File: config.mk
export PLATFORM = sky130hd
export DESIGN_NAME = snoop_conflict_ctrl
export DESIGN_NICKNAME = d
export VERILOG_FILES = /design/src/rtl/snp_pkg.sv /design/src/rtl/snp_lookup_gate.sv /design/src/rtl/snp_nack_timer.sv /design/src/rtl/snp_exc_arb.sv /design/src/rtl/snoop_conflict_ctrl.sv
export SDC_FILE = /design/constraint.sdc
export NUM_CORES = 1
export LEC_CHECK = 0
export BUFFER_PORTS_ARGS = -buffer_cell sky130_fd_sc_hd__buf_2
export CELL_PAD_IN_SITES_DETAIL_PLACEMENT = 0
export CELL_PAD_IN_SITES_GLOBAL_PLACEMENT = 1
export CORE_MARGIN = 1.5
export CORE_UTILIZATION = 35
export DETAILED_ROUTE_END_ITERATION = 7
export PLACE_DENSITY_LB_ADDON = 0.1
export SLEW_MARGIN = 20
export SYNTH_ARGS = -nofsm -noshare
export SYNTH_HDL_FRONTEND = slang
export SYNTH_SLANG_ARGS = --single-unit
File: constraint.sdc
create_clock -name clk -period 3.3 [get_ports clk]
set_input_delay 0.66 -clock clk [delete_from_list [all_inputs] [get_ports clk]]
set_output_delay 0.66 -clock clk [all_outputs]
set_load 0.02 [all_outputs]
File: src/rtl/snp_pkg.sv
`timescale 1ns/1ps
// Shared encodings for the snoop conflict controller.
// Assumes: cfg bit order is fixed, software and bench rely on it.
package snp_pkg;
    localparam int CFG_W    = 5;
    localparam int EN_W     = 4;   // lookup enable bits, index = 2*signature + excl
    localparam int NACK_BIT = 4;

    typedef enum logic [1:0] {
        RSP_NOHIT = 2'd0,
        RSP_ACK   = 2'd1,
        RSP_NACK  = 2'd2
    } rsp_e;

    typedef enum logic [2:0] {
        EXC_RS_SH = 3'd0,
        EXC_RS_EX = 3'd1,
        EXC_WS_SH = 3'd2,
        EXC_WS_EX = 3'd3,
        EXC_RETRY = 3'd4
    } exc_e;
endpackage

File: src/rtl/snp_lookup_gate.sv
`timescale 1ns/1ps
// Registers the incoming snoop and gates the two signature lookups by the
// per-pairing enables. It then decides the reply and the conflict cause.
// Assumes: signature hits return combinationally in the cycle after capture.
module snp_lookup_gate
    import snp_pkg::*;
#(
    parameter int ADDR_W = 32
) (
    input  logic              clk,
    input  logic              rst_n,
    input  logic              snp_valid,
    input  logic              snp_excl,
    input  logic [ADDR_W-1:0] snp_addr,
    input  logic [CFG_W-1:0]  cfg,
    input  logic              rs_hit,
    input  logic              ws_hit,
    output logic [ADDR_W-1:0] lk_addr,
    output logic              rs_lk,
    output logic              ws_lk,
    output logic              s1_valid,
    output logic [1:0]        dec_code,
    output logic              conf_v,
    output logic [2:0]        conf_cause
);
    localparam int NSIG = 2;   // 0: read set, 1: write set

    logic              s1_excl;
    logic [ADDR_W-1:0] s1_addr;
    logic [NSIG-1:0]   lk, hit_in, conf;

    // Capture stage: hold the snoop for the lookup cycle.
    always_ff @(posedge clk) begin
        if (!rst_n) begin
            s1_valid <= 1'b0;
            s1_excl  <= 1'b0;
            s1_addr  <= '0;
        end else begin
            s1_valid <= snp_valid;
            s1_excl  <= snp_excl;
            s1_addr  <= snp_addr;
        end
    end

    assign hit_in = {ws_hit, rs_hit};

    for (genvar g = 0; g < NSIG; g++) begin : g_sig
        assign lk[g]   = s1_valid & (s1_excl ? cfg[2*g+1] : cfg[2*g]);
        assign conf[g] = lk[g] & hit_in[g];
    end

    assign lk_addr = s1_addr;
    assign rs_lk   = lk[0];
    assign ws_lk   = lk[1];

    // Reply and exception-cause decision for the snoop in the lookup stage.
    always_comb begin
        dec_code   = RSP_NOHIT;
        conf_v     = 1'b0;
        conf_cause = EXC_RS_SH;
        if (conf[1] && cfg[NACK_BIT]) begin
            dec_code = RSP_NACK;
        end else if (|conf) begin
            dec_code = RSP_ACK;
        end
        if (conf[0]) begin
            conf_v     = 1'b1;
            conf_cause = s1_excl ? EXC_RS_EX : EXC_RS_SH;
        end else if (conf[1] && !cfg[NACK_BIT]) begin
            conf_v     = 1'b1;
            conf_cause = s1_excl ? EXC_WS_EX : EXC_WS_SH;
        end
    end
endmodule

File: src/rtl/snp_nack_timer.sv
`timescale 1ns/1ps
// Watches replies to this thread's exclusive fetches. A nack starts a count,
// and reaching the limit emits a one-cycle fire pulse.
// Assumes: limit 0 means disabled; further nacks while counting do not restart.
module snp_nack_timer #(
    parameter int TMO_W = 16
) (
    input  logic             clk,
    input  logic             rst_n,
    input  logic             fx_rsp_valid,
    input  logic             fx_rsp_nack,
    input  logic [TMO_W-1:0] tmo_limit,
    output logic             fire
);
    logic             armed;
    logic [TMO_W-1:0] cnt;

    // Arm on nack, count while armed, cancel on any non-nack reply.
    always_ff @(posedge clk) begin
        if (!rst_n) begin
            armed <= 1'b0;
            cnt   <= '0;
            fire  <= 1'b0;
        end else begin
            fire <= 1'b0;
            if (fx_rsp_valid && !fx_rsp_nack) begin
                armed <= 1'b0;
                cnt   <= '0;
            end else if (armed) begin
                if (cnt == TMO_W'(tmo_limit - 1'b1)) begin
                    fire  <= 1'b1;
                    armed <= 1'b0;
                    cnt   <= '0;
                end else begin
                    cnt <= cnt + 1'b1;
                end
            end else if (fx_rsp_valid && fx_rsp_nack && tmo_limit != '0) begin
                armed <= 1'b1;
                cnt   <= '0;
            end
        end
    end
endmodule

File: src/rtl/snp_exc_arb.sv
`timescale 1ns/1ps
// Orders exception sources: a snoop conflict wins and a retry timeout waits.
// Assumes: at most one conflict per cycle, already ordered by the gate.
module snp_exc_arb
    import snp_pkg::*;
(
    input  logic       clk,
    input  logic       rst_n,
    input  logic       conf_v,
    input  logic [2:0] conf_cause,
    input  logic       fire,
    output logic       exc_valid,
    output logic [2:0] exc_cause
);
    logic retry_pend;

    // Register one exception per cycle and hold any deferred timeout.
    always_ff @(posedge clk) begin
        if (!rst_n) begin
            exc_valid  <= 1'b0;
            exc_cause  <= EXC_RS_SH;
            retry_pend <= 1'b0;
        end else if (conf_v) begin
            exc_valid  <= 1'b1;
            exc_cause  <= conf_cause;
            retry_pend <= retry_pend | fire;
        end else if (fire || retry_pend) begin
            exc_valid  <= 1'b1;
            exc_cause  <= EXC_RETRY;
            retry_pend <= 1'b0;
        end else begin
            exc_valid  <= 1'b0;
        end
    end
endmodule

File: src/rtl/snoop_conflict_ctrl.sv
`timescale 1ns/1ps
// Per-thread snoop conflict controller. It holds the lookup/nack configuration
// and answers each snoop two cycles after it arrives. It raises conflict and
// retry exceptions, and flags local accesses that sibling threads must check.
// Assumes: a software write in the same cycle as a conflict takes priority.
module snoop_conflict_ctrl
    import snp_pkg::*;
#(
    parameter int ADDR_W = 32,
    parameter int TMO_W  = 16
) (
    input  logic              clk,
    input  logic              rst_n,
    input  logic              cfg_we,
    input  logic [4:0]        cfg_wdata,
    output logic [4:0]        cfg_q,
    input  logic              snp_valid,
    input  logic              snp_excl,
    input  logic [ADDR_W-1:0] snp_addr,
    output logic [ADDR_W-1:0] lk_addr,
    output logic              rs_lk,
    output logic              ws_lk,
    input  logic              rs_hit,
    input  logic              ws_hit,
    output logic              rsp_valid,
    output logic [1:0]        rsp_code,
    output logic              exc_valid,
    output logic [2:0]        exc_cause,
    input  logic              fx_rsp_valid,
    input  logic              fx_rsp_nack,
    input  logic [TMO_W-1:0]  tmo_limit,
    input  logic              loc_valid,
    input  logic              loc_store,
    input  logic              loc_me,
    input  logic              any_copy,
    output logic              xchk_valid,
    output logic              xchk_excl
);
    logic       s1_valid, conf_v, fire;
    logic [1:0] dec_code;
    logic [2:0] conf_cause;

    // Configuration: software write, else self-disable of lookups on conflict.
    always_ff @(posedge clk) begin
        if (!rst_n) begin
            cfg_q <= '0;
        end else if (cfg_we) begin
            cfg_q <= cfg_wdata;
        end else if (conf_v) begin
            cfg_q[EN_W-1:0] <= '0;
        end
    end

    // Response stage: one reply per captured snoop.
    always_ff @(posedge clk) begin
        if (!rst_n) begin
            rsp_valid <= 1'b0;
            rsp_code  <= RSP_NOHIT;
        end else begin
            rsp_valid <= s1_valid;
            rsp_code  <= s1_valid ? dec_code : RSP_NOHIT;
        end
    end

    // Sibling cross-check request for local accesses to owned lines.
    always_ff @(posedge clk) begin
        if (!rst_n) begin
            xchk_valid <= 1'b0;
            xchk_excl  <= 1'b0;
        end else begin
            xchk_valid <= loc_valid & loc_me & (loc_store | any_copy);
            xchk_excl  <= loc_valid & loc_me & loc_store;
        end
    end

    snp_lookup_gate #(.ADDR_W(ADDR_W)) u_gate (
        .clk        (clk),
        .rst_n      (rst_n),
        .snp_valid  (snp_valid),
        .snp_excl   (snp_excl),
        .snp_addr   (snp_addr),
        .cfg        (cfg_q),
        .rs_hit     (rs_hit),
        .ws_hit     (ws_hit),
        .lk_addr    (lk_addr),
        .rs_lk      (rs_lk),
        .ws_lk      (ws_lk),
        .s1_valid   (s1_valid),
        .dec_code   (dec_code),
        .conf_v     (conf_v),
        .conf_cause (conf_cause)
    );

    snp_nack_timer #(.TMO_W(TMO_W)) u_tmr (
        .clk          (clk),
        .rst_n        (rst_n),
        .fx_rsp_valid (fx_rsp_valid),
        .fx_rsp_nack  (fx_rsp_nack),
        .tmo_limit    (tmo_limit),
        .fire         (fire)
    );

    snp_exc_arb u_arb (
        .clk        (clk),
        .rst_n      (rst_n),
        .conf_v     (conf_v),
        .conf_cause (conf_cause),
        .fire       (fire),
        .exc_valid  (exc_valid),
        .exc_cause  (exc_cause)
    );
endmodule

; Word-level counts from Yosys, hierarchy flattened
; Index checks and enable logic that the tools add are counted.
[op_classes]
n_eq_ne = 1
mux = 25
addsub = 2
n_reduce_logical = 17
bitwise = 12
[op_table]
columns = operator, count
row1 = $mux W16, 3
row2 = $add A16 B1 Y16 const B, 1
row3 = $eq A16 B16 Y1, 1
row4 = $reduce_bool A16 Y1, 1
row5 = $sub A16 B1 Y16 const B, 1
row6 = $mux W1, 15
row7 = $mux W3, 4
row8 = $mux W4, 2
row9 = $and A1 B1 Y1, 7
row10 = $reduce_bool A2 Y1, 3
row11 = $reduce_or A3 Y1, 2
row12 = $logic_and A1 B1 Y1, 5
row13 = $reduce_or A2 Y1, 2
row14 = $not A1 Y1, 3
row15 = $logic_not A1 Y1, 2
row16 = $mux W2, 1
row17 = $or A1 B1 Y1, 2
row18 = $reduce_and A2 Y1, 1
row19 = $logic_or A1 B1 Y1, 1
[word_totals]
in_bits = 66
output_inout_bits = 48
ff_bits = 67

; Longest topological paths before layout
; Gate-level depths: netlist of the first run.
[logic_depth]
depth_word = 8
mapped_depth = 10

; Hierarchy
; From an unflattened synthesis of the first run, not the netlist that was laid out.
[unflattened]
hier_cells = 323
hier_area_um2 = 3042.9
[modules_own_cells]
columns = module, cells_per_inst, area_per_inst_um2, seq_area_each_um2, n_inst
row1 = snp_nack_timer, 190, 1491.4, 360.3, 1
row2 = snp_lookup_gate, 85, 1023.5, 680.7, 1
row3 = snoop_conflict_ctrl, 32, 345.3, 200.2, 1
row4 = snp_exc_arb, 16, 182.7, 100.1, 1

; Worst setup path before layout of the first run
; OpenSTA, ideal clock, no wires.
[synth_path]
path_kind = input-to-reg
startpoint = input port tmo_limit[0]
endpoint = register u_tmr.cnt[10]
path_slack_ns = 0.701
setup_ns = 0.115
t_required_ns = 3.185
arrival_ns = 2.484
stages = 10
cell_sequence = inv_1 ha_1 or2b_1 nor4_1 xnor2_1 nor4_1 nand4b_1 o31ai_2 buf_6 nor2_1
[synth_between]
elab_chain_len = 4
[synth_lines]
columns = item, line
row1 = "start, declared", snoop_conflict_ctrl.sv:31  ; input logic [TMO_W-1:0] tmo_limit,
row2 = $sub A16 B1 Y16, snp_nack_timer.sv:30  ; if (cnt == TMO_W'(tmo_limit - 1'b1)) begin
row3 = $eq A16 B16 Y1, snp_nack_timer.sv:30
row4 = $mux W16, snp_nack_timer.sv:30
row5 = $mux W16, snp_nack_timer.sv:29  ; end else if (armed) begin
row6 = "end signal, assigned", snp_nack_timer.sv:35  ; cnt <= cnt + 1'b1;
row7 = "end, declared", snp_nack_timer.sv:16  ; logic [TMO_W-1:0] cnt;
; Parallel ways exist; a longest one is shown, timed or not.
; A chain may end at the register's enable or synchronous reset.

; Worst setup path in the final report of the first run
[layout_path]
startpoint = input port tmo_limit[3]
endpoint = register u_tmr.cnt[8]
; The elaborated chain is that of the path after synthesis.

==> flow_metrics.py, run 1 <==
metrics = {
    "clock_network": {
        "numCtsBuffers": 9,
        "htree_levels": 3,
        "clock-sinks": 67,
        "cts_root_buffer": "clkbuf_8",
        "cts.clk_slew.worst_paths_ps": 80,
        "postCtsSetupBuffers": 0,
        "tritoncts": "yes",
        "ctsHoldBuffers": 0,
        "worstSkewPairLatency_ps": 340,
        "clock_path_buffers": 2,
        "post_cts_resized": 0,
    },
    "hold_path": {
        "min_path_type": "flop to flop",
    },
    "grt": {
        "grt_overflow": 0,
        "grt_first_pass_wirelength_um": 10500,
        "grt_pass1_vias": 2189,
        "grt_max_degree": 48,
        "track_usage": 0.154,
        "antenna_found_initial": 0,
    },
    "layout": {
        "final_nets": 502,
        "diodes": 0,
        "layout_common_cells": "113 x buf_2, 67 x dfxtp_1, 38 x and2_1",
        "postLayoutCellArea_um2": 3810,
        "layout-drive-gt1-share": 0.335,
        "fill_cells": 826,
        "syn_to_final_growth_pct": 30.0,
        "stdcell_count": 544,
        "layout.cells.most_common": "buf_2",
    },
    "synth": {
        "synthFlopType": "dfxtp_1",
        "synth_area_um2": 2930,
        "ys_warn_count": 0,
        "synth_edf_count": 0,
        "synth.yosys.seq_area_share": 0.458,
        "yosysUniqueCellTypes": 50,
        "async_reset_ff_frac": 0,
        "ys_ff_latch": 67,
        "synth.avg_cell_area_um2": 9.21,
        "syn_nets": 386,
        "syn_inst": 318,
    },
    "floorplan": {
        "initial_utilization": 0.358,
        "core_area_um2": 8180,
        "rows": 33,
        "die_y_um": 94.5,
        "ios": 114,
        "die_w_um": 94.5,
        "die-area_um2": 8930,
    },
    "drt": {
        "dr.pass1.iters": 4,
        "avgRoutedWirePerCell_um": 12.7,
        "post_drt_via_cell_ratio": 4.74,
        "drc": 0,
        "via_count": 2578,
        "routed_wl_um": 6900,
        "drtAntennaViolNets": 0,
        "drt-initial-drc-count": 101,
    },
    "sta": {
        "hold_violations": 0,
        "rsz0062_at_grt": "false",
        "fin_skew_ps": 6.87,
        "tns_ps": 0,
        "max_freq_ghz": 0.386,
        "slew_headroom": 0.542,
        "setup_viol": 0,
        "drv_slew": 0,
        "tightest_slew_ps": 679,
        "period_share": 0.784,
        "final.setup.worst_slack_ps": 712,
        "period_minus_slack_ps": 2590,
    },
    "critical_path": {
        "crit_fanout": 7,
        "path_class": "input pin to flop",
        "cp-start-kind": "input pin",
        "arrival_ps": 2870,
        "end_kind": "flop",
        "worstPathRequired_ps": 3580,
    },
    "placement": {
        "post-dp-hpwl_um": 5210,
        "place_ws_ps": 350,
        "routabilityCongestion": 0.770,
        "dp_cells": 528,
        "placed_cell_area_um2": 3610,
        "io_buffer_count": 113,
    },
    "outcome": {
        "status": "completed",
    },
    "power_and_ir_drop": {
        "power_density_nw_per_um2": 456,
        "power.leakage_nw": 1.67,
        "power_w": 0.00174,
        "ir_worst_vdd_mv": 0.274,
    },
    "run": {
        "drv_cap": 0,
    },
}
per-stage QoR:
step | util | hold WS (ps)
after floorplan | - | 463
after global placement | 0.441 | 444
after detailed placement | 0.441 | 457
after CTS | 0.466 | 468
after global routing | 0.466 | 489
final | 0.466 | 464
synthesized netlist by cell type, types with 2 or more instances:
| cell type | instances | area [µm²] |
|---|---|---|
| nand3b_1 | 6 | 45.0 |
| nor4_1 | 6 | 37.5 |
| and3_1 | 3 | 18.8 |
| mux2i_1 | 6 | 60.1 |
| and4_1 | 3 | 26.3 |
| o21ai_0 | 5 | 25.0 |
| nor2b_1 | 6 | 37.5 |
| a31oi_1 | 3 | 18.8 |
| nand3_1 | 3 | 15.0 |
| or2_2 | 3 | 18.8 |
| o211ai_1 | 5 | 37.5 |
| nor3_1 | 7 | 35.0 |
| nand2b_1 | 4 | 25.0 |
| xnor2_1 | 11 | 96.3 |
| nand2_1 | 23 | 86.3 |
| xor2_1 | 16 | 140 |
| clkbuf_1 | 10 | 37.5 |
| nor2_1 | 24 | 90.1 |
| nor3b_1 | 3 | 22.5 |
| a21boi_0 | 7 | 52.6 |
| ha_1 | 2 | 25.0 |
| a21oi_1 | 10 | 50.1 |
| and2_1 | 38 | 238 |
| dfxtp_1 | 67 | 1340 |
| inv_1 | 10 | 37.5 |
| o22ai_1 | 3 | 18.8 |
| nand4_1 | 11 | 68.8 |
report_power, final:
part	internal [W]	switching (W)	total, W
clock	0.000369	0.000319	0.000688
sequential	0.000837	0.0000108	0.000847
combinational	0.0000870	0.000113	0.000200
registers in the layout, indices dropped and copies added, names as in the netlist, 2 cells and up:
name	flops
u_arb.exc_cause	3
rsp_code	2
cfg_q	5
u_gate.lk_addr	32
u_tmr.cnt	16
critical path, cell delays in order:
cell and delay (ps):
buf_2 140, or4_4 580, nor4_4 360, mux2i_1 260
nor3b_2 80, o211ai_1 480, o22ai_1 150, a21oi_1 160
logic make-up (layout without fill, tap and decap cells):
kind of cell,count (synthesis),after routing,share of synthesized area
simple gates,150,150,0.298
flops,67,67,0.458
compound gates,42,42,0.0983
xor+xnor,27,27,0.0807
buf+inv,23,144,0.0325
mux,7,7,0.0243
fa+ha+maj,2,2,0.00854
cell type report:
class	count	area (µm²)	area share
Multi-Input combinational cell	228	1490	0.392
Sequential cell	67	1340	0.352
Timing Repair Buffer	118	603	0.158
Clock buffer	10	138	0.0361
Tap cell	105	131	0.0345
Clock inverter	6	63.8	0.0168
Inverter	10	37.5	0.00986
worst paths after layout:
check	startpoint	end	slack, ps	cells after the start
setup / recovery	tmo_limit[3]	u_tmr.cnt[8]	710	8
hold / removal	u_arb.exc_cause[1]	u_arb.exc_cause[1]	460	2
setup reg to reg	u_tmr.cnt[7]	u_tmr.cnt[10]	1260	8
hold reg to reg	u_arb.exc_cause[1]	u_arb.exc_cause[1]	460	2
per-layer routing:
layer,part of all wire,up-vias,wire length (µm),track usage
met5,0,-,0,0
met4,0.010,0,71,0.0410
met3,0.074,5,508,0.0636
met2,0.47,87,3240,0.246
met1,0.45,1161,3080,0.192
li1,-,1325,-,-
Note: power is estimated with default switching activity, not from simulation.
==> run 2: changes to the inputs <==
==> constraint.sdc (replaced) <==
create_clock -name clk -period 2.7 [get_ports clk]
set_input_delay 0.54 -clock clk [delete_from_list [all_inputs] [get_ports clk]]
set_output_delay 0.54 -clock clk [all_outputs]
set_load 0.02 [all_outputs]
==> run 2 against run 1 <==
Compared with the run above:
- clock skew grew 4.2 ps
- largest power group unchanged
- core utilization grew 1.3 points
- sequential cell count is the same
- combinational power grew 30%
- final area grew 2.9%
- non-clock buffer count grew 13
==> flow_metrics.py, run 2 (synthesis results as in run 1) <==
metrics = {
    "placement": {
        "io_buffer_count": 113,
        "routabilityCongestion": 0.780,
        "post-dp-hpwl_um": 5320,
    },
    "layout": {
        "diodes": 0,
        "largest_reg_flops": 32,
        "layout-drive-gt1-share": 0.358,
        "layout_common_cells": "113 x buf_2, 67 x dfxtp_1, 38 x and2_1",
        "syn_to_final_growth_pct": 33.7,
        "fin_util": 0.479,
        "final_nets": 515,
        "layout.cells.most_common": "buf_2",
    },
    "drt": {
        "drtAntennaViolNets": 0,
        "routed_wl_um": 7050,
        "avgRoutedWirePerCell_um": 12.7,
        "drc": 0,
        "via_count": 2627,
        "drt-initial-drc-count": 84,
        "dr.pass1.iters": 4,
        "post_drt_via_cell_ratio": 4.72,
    },
    "critical_path": {
        "arrival_ps": 2790,
        "worstPathRequired_ps": 2970,
        "crit_fanout": 5,
        "end_kind": "flop",
        "cp-start-kind": "input pin",
        "path_class": "input pin to flop",
    },
    "sta": {
        "setup_viol": 0,
        "max_freq_ghz": 0.397,
        "tightest_slew_ps": 555,
        "period_share": 0.933,
        "hold_violations": 0,
        "fin_skew_ps": 11.1,
        "period_minus_slack_ps": 2520,
        "drv_slew": 0,
        "slew_headroom": 0.627,
    },
    "grt": {
        "grt_overflow": 0,
        "grt_max_degree": 48,
        "track_usage": 0.151,
        "antenna_found_initial": 0,
        "grt_pass1_vias": 2239,
        "grt_first_pass_wirelength_um": 10500,
    },
    "power_and_ir_drop": {
        "power_w": 0.00213,
        "power_density_nw_per_um2": 543,
        "ir_worst_vdd_mv": 0.329,
        "power.leakage_nw": 1.73,
    },
    "floorplan": {
        "die-area_um2": 8930,
        "ios": 114,
        "initial_utilization": 0.358,
        "core_area_um2": 8180,
        "die_y_um": 94.5,
        "die_w_um": 94.5,
        "rows": 33,
    },
    "clock_network": {
        "htree_levels": 3,
        "tritoncts": "yes",
        "post_cts_resized": 0,
        "postCtsSetupBuffers": 0,
        "clock_path_buffers": 2,
        "ctsHoldBuffers": 0,
        "numCtsBuffers": 9,
        "worstSkewPairLatency_ps": 330,
        "clock-sinks": 67,
        "cts_root_buffer": "clkbuf_8",
        "cts.clk_slew.worst_paths_ps": 70,
    },
    "run": {
        "drv_cap": 0,
    },
    "hold_path": {
        "min_path_type": "input pin to flop",
    },
    "outcome": {
        "status": "completed",
    },
}
## run 2: area by class of cell
| cell class | instances | area, µm² |
|---|---|---|
| fillers | 846 | 4260 |
| well taps | 105 | 131 |
| clock inverters | 6 | 63.8 |
| flip-flops and latches | 67 | 1340 |
| clock buffers | 10 | 138 |
| repair buffers | 131 | 701 |
| inverters | 10 | 37.5 |
| multi-input cells | 228 | 1500 |
## run 2: per-layer routing
layer / vias to the layer above / GRT usage / share of wire
li1: 1356 / - / -
met1: 1196 / 0.189 / 0.46
met2: 68 / 0.251 / 0.48
met3: 7 / 0.0427 / 0.056
met4: 0 / 0.0485 / 0.011
met5: - / 0 / 0
## run 2: final timing paths
check | to | depth (start not counted) | startpoint | slack, ps
setup reg to reg | u_tmr.cnt[13] | 8 | u_tmr.cnt[7] | 660
hold / removal | u_gate.lk_addr[5] | 2 | snp_addr[5] | 410
setup / recovery | u_tmr.cnt[6] | 11 | tmo_limit[0] | 180
hold reg to reg | u_arb.exc_cause[1] | 2 | u_arb.exc_cause[1] | 450
## run 2: where the power goes
group	total, W	internal [W]	switching, W	leakage [nW]
Sequential	0.00104	0.00102	0.0000137	0.551
Clock	0.000832	0.000451	0.000381	0.0987
Combinational	0.000260	0.000119	0.000141	1.08
## run 2: through the flow
| stage | setup slack (ps) | instance area [µm²] | instances | TNS [ps] | hold slack, ps |
|---|---|---|---|---|---|
| after detailed placement | -167 | 3700 | 541 | -1930 | 445 |
| after CTS | 206 | 3910 | 557 | 0 | 391 |
| after floorplan | 221 | 2930 | 318 | 0 | 463 |
| after global routing | -0.263 | 3920 | 557 | -0.263 | 394 |
| final | 181 | 3920 | 557 | 0 | 408 |
| after global placement | -53.4 | 3700 | 541 | -461 | 442 |
## run 2: worst max-delay path, stage by stage
cell	delay, ps
buf_2	110
inv_1	50
ha_1	180
or2b_1	290
buf_4	170
nor4_4	300
mux2i_1	270
nor3b_2	80
o211ai_1	470
o22ai_1	170
a21oi_1	160
==> run 3: changes to the inputs <==
--- a/config.mk
+++ b/config.mk
@@ -5,13 +5,14 @@
 export SDC_FILE = /design/constraint.sdc
 export NUM_CORES = 1
 export LEC_CHECK = 0
+export ABC_AREA = 1
 export BUFFER_PORTS_ARGS = -buffer_cell sky130_fd_sc_hd__buf_2
 export CELL_PAD_IN_SITES_DETAIL_PLACEMENT = 0
 export CELL_PAD_IN_SITES_GLOBAL_PLACEMENT = 1
 export CORE_MARGIN = 1.5
 export CORE_UTILIZATION = 35
 export DETAILED_ROUTE_END_ITERATION = 7
-export PLACE_DENSITY_LB_ADDON = 0.1
+export PLACE_DENSITY = 0.79
 export SLEW_MARGIN = 20
 export SYNTH_ARGS = -nofsm -noshare
 export SYNTH_HDL_FRONTEND = slang
==> run 3 against run 2 <==
Compared with the run above:
- sequential power is essentially flat
- area after synthesis grew 15%
- final area grew 9.5%
- global-route usage grew 1.4 points
- sequential cell count is the same
- non-clock buffer count shrank 15
- critical path depth grew 1
- first-iteration DRC count is the same
- register-to-register slack gained 310 ps
- worst setup slack gained 610 ps
- synthesized cell count grew 47%
- via count grew 18%
- critical path type unchanged
==> flow_metrics.py, run 3 <==
metrics = {
    "outcome": {
        "status": "completed",
    },
    "layout": {
        "syn_to_final_growth_pct": 26.8,
        "layout_common_cells": "128 x nand2_1, 113 x buf_2, 70 x inv_1",
        "layout-drive-gt1-share": 0.297,
        "layout.cells.most_common": "nand2_1",
        "fill_cells": 968,
        "final_nets": 646,
        "diodes": 0,
        "stdcell_count": 711,
        "postLayoutCellArea_um2": 4290,
        "largest_reg_flops": 32,
    },
    "floorplan": {
        "ios": 114,
        "die_y_um": 101,
        "die-area_um2": 10300,
        "initial_utilization": 0.364,
        "core_area_um2": 9280,
        "rows": 35,
        "die_w_um": 101,
    },
    "placement": {
        "dp_cells": 696,
        "routabilityCongestion": 0.818,
        "placed_cell_area_um2": 4050,
        "post-dp-hpwl_um": 6330,
        "io_buffer_count": 113,
    },
    "grt": {
        "track_usage": 0.165,
        "grt_overflow": 0,
        "grt_pass1_vias": 2991,
        "grt_first_pass_wirelength_um": 13300,
        "grt_max_degree": 41,
        "antenna_found_initial": 0,
    },
    "drt": {
        "routed_wl_um": 8000,
        "drtAntennaViolNets": 0,
        "post_drt_via_cell_ratio": 4.35,
        "drt-initial-drc-count": 84,
        "avgRoutedWirePerCell_um": 11.2,
        "dr.pass1.iters": 4,
        "via_count": 3094,
        "drc": 0,
    },
    "synth": {
        "synth_largest_area_cell": "dfxtp_1",
        "yosysUniqueCellTypes": 36,
        "synthFlopType": "dfxtp_1",
        "synth_area_um2": 3380,
        "syn_nets": 534,
        "synth.yosys.seq_area_share": 0.397,
        "ys_ff_latch": 67,
        "synth.avg_cell_area_um2": 7.25,
        "synth.area.top_cells": "dfxtp_1 40%, nand2_1 14%, inv_1 7.8%",
        "netlist_top_cells_count": "128 x nand2_1, 70 x inv_1, 67 x dfxtp_1, 38 x nor2_1, 22 x nand3_1",
        "synth_edf_count": 0,
        "synth_top_area_share": 0.397,
        "yosysMostFrequentCell": "nand2_1",
        "async_reset_ff_frac": 0,
        "syn_inst": 466,
        "ys_warn_count": 0,
    },
    "sta": {
        "period_share": 0.706,
        "max_freq_ghz": 0.525,
        "setup_viol": 0,
        "tightest_slew_ps": 363,
        "period_minus_slack_ps": 1910,
        "slew_headroom": 0.758,
        "tns_ps": 0,
        "drv_slew": 0,
        "fin_skew_ps": 10.1,
        "rsz0062_at_grt": "false",
        "hold_violations": 0,
    },
    "power_and_ir_drop": {
        "p_sw_w": 0.000570,
        "p_comb_frac": 0.122,
        "p_sw_frac": 0.247,
        "ir_worst_vdd_mv": 0.338,
        "power_density_nw_per_um2": 539,
        "clkPwrFrac": 0.430,
        "internal_power_w": 0.00174,
        "power.leakage_nw": 2.24,
        "p_seq_frac": 0.448,
    },
    "clock_network": {
        "tritoncts": "yes",
        "cts_root_buffer": "clkbuf_8",
        "postCtsSetupBuffers": 0,
        "htree_levels": 3,
        "post_cts_resized": 0,
        "worstSkewPairLatency_ps": 330,
        "clock-sinks": 67,
        "ctsHoldBuffers": 0,
        "cts.clk_slew.worst_paths_ps": 80,
        "clock_path_buffers": 2,
        "numCtsBuffers": 9,
    },
    "run": {
        "drv_cap": 0,
    },
    "critical_path": {
        "cp-start-kind": "input pin",
        "end_kind": "flop",
        "arrival_ps": 2130,
        "worstPathRequired_ps": 2920,
        "crit_fanout": 16,
        "path_class": "input pin to flop",
    },
    "hold_path": {
        "min_path_type": "input pin to flop",
    },
}
-- run 3: power by group through the flow --
stage	clock network, W	registers (W)	logic (W)
after floorplan	0	0.00110	0.000125
after global placement	0	0.00106	0.000283
after detailed placement	0	0.00106	0.000284
after CTS	0.00102	0.00103	0.000285
after global routing	0.00107	0.00104	0.000315
final	0.000993	0.00103	0.000282
-- run 3: final timing paths --
path                 startpoint            endpoint  slack [ps]  cells after the start
max                tmo_limit[0]        u_tmr.cnt[3]         790                     12
min                 snp_addr[0]   u_gate.lk_addr[0]         380                      3
max reg2reg        u_tmr.cnt[4]        u_tmr.cnt[3]         970                     10
min reg2reg  u_arb.exc_cause[1]  u_arb.exc_cause[1]         470                      2
-- run 3: worst max-delay path, cell delays in order --
cell     delay, ps
buf_2          120
inv_2           80
ha_1           260
nand2_4        120
nor2_8         140
nand3_1         90
nand2_1         90
nand2_1         60
nor2_2         150
nand3_4        250
nand3_1        150
a21oi_1         70
-- run 3: stage by stage --
step	util	total power (W)	worst slack, ps	hold slack [ps]
after global routing	0.462	0.00243	595	358
after CTS	0.462	0.00234	797	366
after floorplan	-	0.00122	754	447
final	0.462	0.00231	794	382
after global placement	0.436	0.00134	478	449
after detailed placement	0.436	0.00134	431	457
-- run 3: area by class of cell --
class | instances | area (µm²) | share of cell area
Multi-Input combinational cell | 308 | 1670 | 0.390
Sequential cell | 67 | 1340 | 0.313
Timing Repair Buffer | 116 | 588 | 0.137
Inverter | 76 | 285 | 0.0665
Tap cell | 129 | 161 | 0.0376
Clock buffer | 9 | 124 | 0.0289
Clock inverter | 6 | 114 | 0.0266
-- run 3: layer usage --
metal  GRT usage  vias to the layer above  share of wire
li1            -                     1647              -
met1       0.201                     1337           0.44
met2       0.275                       99           0.47
met3      0.0504                       11          0.070
met4      0.0641                        0          0.014
met5           0                        -              0
-- run 3: logic make-up (layout without fill, tap and decap cells) --
kind of cell / Yosys count / count (layout) / synth area share
AO/OA/AOI/OAI: 35 / 35 / 0.0640
XOR/XNOR: 31 / 31 / 0.0803
adder cells (fa/ha/maj): 2 / 2 / 0.00740
buffers and inverters: 91 / 207 / 0.108
flip-flops: 67 / 67 / 0.397
AND/OR/NAND/NOR: 240 / 240 / 0.343
